### src/rtl/err_nmi_pkg.sv
package err_nmi_pkg;
  // Port 061h bit positions; firmware decodes these, so they are fixed.
  localparam int unsigned PB_SPK   = 1;
  localparam int unsigned PB_ERREN = 2;
  localparam int unsigned PB_CHKEN = 3;
  localparam int unsigned PB_TMR1  = 4;
  localparam int unsigned PB_TMR2  = 5;
  localparam int unsigned PB_CHKST = 6;
  localparam int unsigned PB_ERRST = 7;
  localparam int unsigned RTC_NMI  = 7;

  typedef struct packed {
    logic chk_en;
    logic err_en;
    logic spk_en;
  } pb_ctrl_t;
endpackage

### src/rtl/err_src_qual.sv
module err_src_qual (
  input  logic perr_pulse,
  input  logic serr_pulse,
  input  logic cfg_perr_en,
  input  logic cfg_serr_en,
  input  logic cfg_perr_to_serr,
  output logic err_hit
);
  logic perr_q, serr_q;
  always_comb begin
    perr_q  = perr_pulse & cfg_perr_en & cfg_perr_to_serr;
    serr_q  = serr_pulse & cfg_serr_en;
    err_hit = perr_q | serr_q;
  end
endmodule

### src/rtl/sysctl_portb.sv
module sysctl_portb
  import err_nmi_pkg::*;
(
  input  logic       clk,
  input  logic       rst_n,
  input  logic       wr_en,
  input  pb_ctrl_t   wr_ctrl,
  input  logic       err_hit,
  input  logic       chk_hit,
  input  logic       tmr1,
  input  logic       tmr2,
  output pb_ctrl_t   ctrl,
  output logic       err_sts,
  output logic       chk_sts,
  output logic [7:0] rd_val
);
  always_ff @(posedge clk) begin
    if (!rst_n) begin
      ctrl    <= '0;
      err_sts <= 1'b0;
      chk_sts <= 1'b0;
    end else begin
      if (wr_en) ctrl <= wr_ctrl;
      if (wr_en && !wr_ctrl.err_en)        err_sts <= 1'b0;
      else if (ctrl.err_en && err_hit)     err_sts <= 1'b1;
      if (wr_en && !wr_ctrl.chk_en)        chk_sts <= 1'b0;
      else if (ctrl.chk_en && chk_hit)     chk_sts <= 1'b1;
    end
  end

  always_comb begin
    rd_val           = '0;
    rd_val[PB_SPK]   = ctrl.spk_en;
    rd_val[PB_ERREN] = ctrl.err_en;
    rd_val[PB_CHKEN] = ctrl.chk_en;
    rd_val[PB_TMR1]  = tmr1;
    rd_val[PB_TMR2]  = tmr2;
    rd_val[PB_CHKST] = chk_sts;
    rd_val[PB_ERRST] = err_sts;
  end

  p_err_clear_r6: assert property (@(posedge clk) disable iff (!rst_n)
    (wr_en && !wr_ctrl.err_en) |=> !err_sts);
  p_chk_clear_r6: assert property (@(posedge clk) disable iff (!rst_n)
    (wr_en && !wr_ctrl.chk_en) |=> !chk_sts);
  p_err_latch_r6: assert property (@(posedge clk) disable iff (!rst_n)
    (ctrl.err_en && err_hit && !wr_en) |=> err_sts);
  p_chk_hold_r6: assert property (@(posedge clk) disable iff (!rst_n)
    (!ctrl.chk_en && !wr_en) |=> !chk_sts);
endmodule

### src/rtl/rtc_nmi_idx.sv
module rtc_nmi_idx
  import err_nmi_pkg::*;
(
  input  logic       clk,
  input  logic       rst_n,
  input  logic       wr_en,
  input  logic [7:0] wdata,
  output logic       nmi_en,
  output logic [7:0] rd_val
);
  logic [6:0] idx;
  always_ff @(posedge clk) begin
    if (!rst_n) begin
      nmi_en <= 1'b0;
      idx    <= '0;
    end else if (wr_en) begin
      nmi_en <= wdata[RTC_NMI];
      idx    <= wdata[6:0];
    end
  end
  assign rd_val = {1'b0, idx};
endmodule

### src/rtl/nmi_smi_edge.sv
module nmi_smi_edge (
  input  logic clk,
  input  logic rst_n,
  input  logic nmi_en,
  input  logic err_sts,
  input  logic chk_sts,
  output logic smi_req
);
  logic cond, cond_q;
  assign cond = nmi_en & (err_sts | chk_sts);

  always_ff @(posedge clk) begin
    if (!rst_n) begin
      cond_q  <= 1'b0;
      smi_req <= 1'b0;
    end else begin
      cond_q  <= cond;
      smi_req <= cond & ~cond_q;
    end
  end

  p_single_pulse_r8: assert property (@(posedge clk) disable iff (!rst_n)
    smi_req |=> !smi_req);
  p_rise_fires_r7: assert property (@(posedge clk) disable iff (!rst_n)
    $rose(cond) |=> smi_req);
  p_masked_r9: assert property (@(posedge clk) disable iff (!rst_n)
    smi_req |-> $past(nmi_en));
endmodule

### src/rtl/err_nmi_smi.sv
module err_nmi_smi
  import err_nmi_pkg::*;
#(
  parameter int unsigned ADDR_W   = 16,
  parameter logic [ADDR_W-1:0] PORTB_ADDR = 'h61,
  parameter logic [ADDR_W-1:0] RTC_ADDR   = 'h70
) (
  input  logic              clk,
  input  logic              rst_n,
  input  logic              io_wr,
  input  logic              io_rd,
  input  logic [ADDR_W-1:0] io_addr,
  input  logic [7:0]        io_wdata,
  output logic [7:0]        io_rdata,
  input  logic              cfg_perr_en,
  input  logic              cfg_serr_en,
  input  logic              cfg_perr_to_serr,
  input  logic              perr_pulse,
  input  logic              serr_pulse,
  input  logic              iochk_pulse,
  input  logic              tmr1_out,
  input  logic              tmr2_out,
  output logic              spk_out,
  output logic              smi_req
);
  logic hit_pb, hit_rtc, err_hit, err_sts, chk_sts, nmi_en;
  logic [7:0] pb_rd, rtc_rd;
  pb_ctrl_t ctrl, wr_ctrl;

  assign hit_pb  = (io_addr == PORTB_ADDR);
  assign hit_rtc = (io_addr == RTC_ADDR);
  assign wr_ctrl = '{chk_en: io_wdata[PB_CHKEN], err_en: io_wdata[PB_ERREN],
                     spk_en: io_wdata[PB_SPK]};

  err_src_qual u_qual (
    .perr_pulse(perr_pulse), .serr_pulse(serr_pulse),
    .cfg_perr_en(cfg_perr_en), .cfg_serr_en(cfg_serr_en),
    .cfg_perr_to_serr(cfg_perr_to_serr), .err_hit(err_hit));

  sysctl_portb u_pb (
    .clk(clk), .rst_n(rst_n), .wr_en(io_wr && hit_pb), .wr_ctrl(wr_ctrl),
    .err_hit(err_hit), .chk_hit(iochk_pulse), .tmr1(tmr1_out), .tmr2(tmr2_out),
    .ctrl(ctrl), .err_sts(err_sts), .chk_sts(chk_sts), .rd_val(pb_rd));

  rtc_nmi_idx u_rtc (
    .clk(clk), .rst_n(rst_n), .wr_en(io_wr && hit_rtc), .wdata(io_wdata),
    .nmi_en(nmi_en), .rd_val(rtc_rd));

  nmi_smi_edge u_edge (
    .clk(clk), .rst_n(rst_n), .nmi_en(nmi_en), .err_sts(err_sts),
    .chk_sts(chk_sts), .smi_req(smi_req));

  assign spk_out = tmr2_out & ctrl.spk_en;

  always_comb begin
    io_rdata = '0;
    if (io_rd && hit_pb)       io_rdata = pb_rd;
    else if (io_rd && hit_rtc) io_rdata = rtc_rd;
  end

  p_rtc_hidden_r10: assert property (@(posedge clk) disable iff (!rst_n)
    (io_rd && hit_rtc) |-> !io_rdata[7]);
  p_idle_bus_r11: assert property (@(posedge clk) disable iff (!rst_n)
    !io_rd |-> (io_rdata == 8'h00));
  p_spk_quiet_r2: assert property (@(posedge clk) disable iff (!rst_n)
    !tmr2_out |-> !spk_out);
endmodule

### config.mk
export PLATFORM = sky130hd
export DESIGN_NAME = err_nmi_smi
export DESIGN_NICKNAME = d
export VERILOG_FILES = /design/src/rtl/err_nmi_pkg.sv /design/src/rtl/err_src_qual.sv /design/src/rtl/sysctl_portb.sv /design/src/rtl/rtc_nmi_idx.sv /design/src/rtl/nmi_smi_edge.sv /design/src/rtl/err_nmi_smi.sv
export SDC_FILE = /design/constraint.sdc
export NUM_CORES = 1
export LEC_CHECK = 0
export ABC_AREA = 1
export BUFFER_PORTS_ARGS = -buffer_cell sky130_fd_sc_hd__buf_2
export CORE_MARGIN = 2
export CORE_UTILIZATION = 46
export DETAILED_ROUTE_END_ITERATION = 7
export PLACE_DENSITY = 0.79
export SYNTH_ARGS = -nofsm -noshare
export SYNTH_HDL_FRONTEND = slang
export SYNTH_SLANG_ARGS = --single-unit
### constraint.sdc
create_clock -name clk -period 1 [get_ports clk]
set_input_delay 0 -clock clk [delete_from_list [all_inputs] [get_ports clk]]
set_output_delay 0 -clock clk [all_outputs]
set_load 0.01 [all_outputs]
==> out/qor.txt <==
Critical path class = in2out
FF-to-FF path depth = 2
Net switching fraction of the power = 27.58%
Final WL = 2909 um
R2r startpoint = u_rtc.nmi_en$_SDFFE_PN0P_
CTS sink cnt = 15
Final hold violation count = 0
Layout area overhead = 56.44%
Gate Count Post-Synth = 153
Footprint of the multi-input gates = 636.9 um^2
Root Buffer = clkbuf_4
CP arrival = 990 ps
Total CTS buffers = 3
Max cap viols = 0
CTS clock-pin slew for the worst setup and hold paths = 100 ps
Power Internal = 0.8506 mW
Status = complete, no violations
Chip height = 50.42 um
DRT iter0 DRCs = 22
YS warnings = 0
Worst-margin pin slew = 260.7 ps
Initial antenna violation count = 0
Max FO, Critical Path = 6
CTS H-Tree Depth = 1
Drt first pass iters = 4
Vias = 1,146
Worst hold start = io_wdata[0]
Setup TNS = 0 ps
Pleak = 0.8565 nW
Comb pwr share = 18.1%
Vias in the first global route = 1,067
First-pass GRT wire length = 4422 um
Pins Over Slew Limit = 0
Placeable Area = 2002 um^2
Worst slew margin relative to its limit = 82.62%
Critical Path Sink Type = output pin
Worst Setup Start Kind = input pin
Clock insertion delay at the later pin of the skew report = 300 ps
ANT cells = 0
R2R Setup Slk = 310 ps
Mapped Nets = 189
Total grt overflow = 0
Met2 routed WL = 1615 um
F_max = 1.009 GHz
Yosys cell types = 22
Worst vdd ir = 578.0 uV
WL met1 = 1097 um
RSZ-0062 raised after global routing = yes
Post-DP Area = 1276 um^2
Die Wd = 50.42 um
Placer congestion estimate = 0.7907
Final setup vio count = 0
WL/cell = 12.07 um
Layout Cell Area excl Fill = 1550 um^2
Reg power frac = 50.8%
Synth Cell Area = 991.0 um^2
Syn_area_per_cell = 6.477 um^2
Sequential share of the synthesized area = 30.30%
Total Die Area = 2542 um^2
Post-layout nets = 251
Clk network pwr share = 31.1%
Fin crit period = 991.3 ps
CTS Buffer Depth = 2
Critical Path RT = 1000 ps
Detailed Place HPWL = 1887 um
Tcrit/Tclk final = 99.13%
Maximum number of pins on one net before global-route repair = 14
Top sig layer = met4
DR WL met3 = 115 um
Pwr dens = 757.7 nW/um^2
Floorplan row count = 16
Net Switching = 0.3239 mW
Starting Density = 49.50%
Hold Path Class = in2reg
DRC violations left = 0
Hold Crit Depth = 5
Gr usage total = 23.01%
Storage cell area = 305.3 um^2
TritonCTS clock tree = done
Synth Register Bits = 15
Clock skew = 9.281 ps
IO Count = 46
Via density = 4.755
Share of layout cells above drive strength 1 = 47.66%
Detail Route Antenna Nets = 0
# fillers = 146
Crit path launch = io_addr[15]
# port buffers = 45
-- cell type report --
type / instances / share of cell area (%)
clock buffers: 3 / 1.453
well taps: 27 / 2.179
inverters: 37 / 8.959
clock inverters: 1 / 0.3228
flip-flops and latches: 15 / 19.69
repair buffers: 60 / 26.31
multi-input cells: 98 / 41.08
-- worst max-delay path, cell delays in order --
cell     delay [ps]
buf_2           120
nor2_4          100
nand2_4          70
nor2_8          180
nand2_8          90
nor2_8          140
nand2_1          90
o21ai_2          60
buf_2           140
-- logic make-up after synthesis --
group | share of synthesized area (%)
AO/OA/AOI/OAI | 4.041
buffers and inverters | 15.91
flip-flops | 30.30
AND/OR/NAND/NOR | 49.75
-- per-stage QoR --
step / util [%] / cells / hold WS [ps] / total power, mW / setup WS (ps)
after CTS: 72.31 / 238 / 25.88 / 1.140 / 0.2232
after global placement: 63.75 / 228 / 251.1 / 0.7548 / -9.272
after global routing: 77.44 / 241 / 46.29 / 1.222 / -65.64
after floorplan: - / 153 / 96.03 / 0.6772 / 166.3
after detailed placement: 63.75 / 228 / 259.4 / 0.7605 / -72.93
final: 77.44 / 241 / 9.851 / 1.175 / 8.730
-- state kept, by name, summed over array words and instances, names as in the netlist --
signal / cells
u_pb.chk_sts: 1
u_pb.ctrl: 3
u_edge.cond_q: 1
u_rtc.nmi_en: 1
u_rtc.idx: 7
u_edge.smi_req: 1
u_pb.err_sts: 1
-- what timing repair did --
item                                    in CTS  in global routing
endpoints found under the setup margin       6                  8
setup buffers                                5                  3
pin swaps                                   13                 18
gates cloned                                 0                  0
gates resized for setup                     19                 24
endpoints found under the hold margin        1                  0
hold buffers                                 1                  0
-- cells in the final DEF, fill, tap and decap left out --
| master | instances |
|---|---|
| nand2_1 | 36 |
| buf_2 | 35 |
| dfxtp_2 | 4 |
| buf_12 | 1 |
| nor3b_2 | 1 |
| a21oi_1 | 2 |
| inv_2 | 6 |
| clkinv_2 | 1 |
| o21ai_2 | 4 |
| nor2_8 | 4 |
| nor2_1 | 14 |
| nor2_2 | 3 |
| inv_1 | 30 |
| buf_6 | 8 |
| dfxtp_1 | 11 |
| dlygate4sd3_1 | 1 |
| nor2_4 | 7 |
| nand2_2 | 4 |
| nand3_4 | 2 |
| buf_4 | 15 |
| nand2_4 | 3 |
| clkbuf_4 | 3 |
| nand4_1 | 11 |
| nand3_1 | 2 |
| nor3_1 | 1 |
| clkinv_1 | 1 |
| o21ai_1 | 2 |
| nor4_1 | 1 |
| nand2_8 | 1 |
-- metal layers --
metal | vias to the layer above | global-route usage (%)
met5 | - | 0
met1 | 519 | 26.34
met2 | 36 | 42.32
met3 | 9 | 2.679
met4 | 0 | 10.36
li1 | 582 | -
-- power groups by stage --
stage / Combinational (mW) / Clock (mW) / Sequential [mW]
3_5_place_dp: 0.150 / 0 / 0.611
4_1_cts: 0.184 / 0.359 / 0.597
3_3_place_gp: 0.144 / 0 / 0.611
2_1_floorplan: 0.0664 / 0 / 0.611
5_1_grt: 0.230 / 0.395 / 0.597
6_report: 0.213 / 0.365 / 0.597
-- Yosys cell counts (all sizes together) --
cell type	number	area, um^2
nor4	1	6.260
nor3	1	5.000
nor2	28	177.7
buf	2	15.01
clkinv	1	3.750
nand4	11	68.82
a21oi	2	10.01
clkbuf	1	3.750
o21ai	6	30.03
nand2	44	185.2
dfxtp	15	300.3
nand3	4	37.54
inv	36	135.1
nor3b	1	12.51
-- final timing paths --
path,to
setup / recovery,io_rdata[4]
setup reg to reg,u_edge.smi_req$_SDFF_PN0_
hold / removal,u_rtc.idx[0]$_SDFFE_PN0P_
hold reg to reg,u_edge.smi_req$_SDFF_PN0_
No activity file was read; power rests on OpenSTA's default activity.
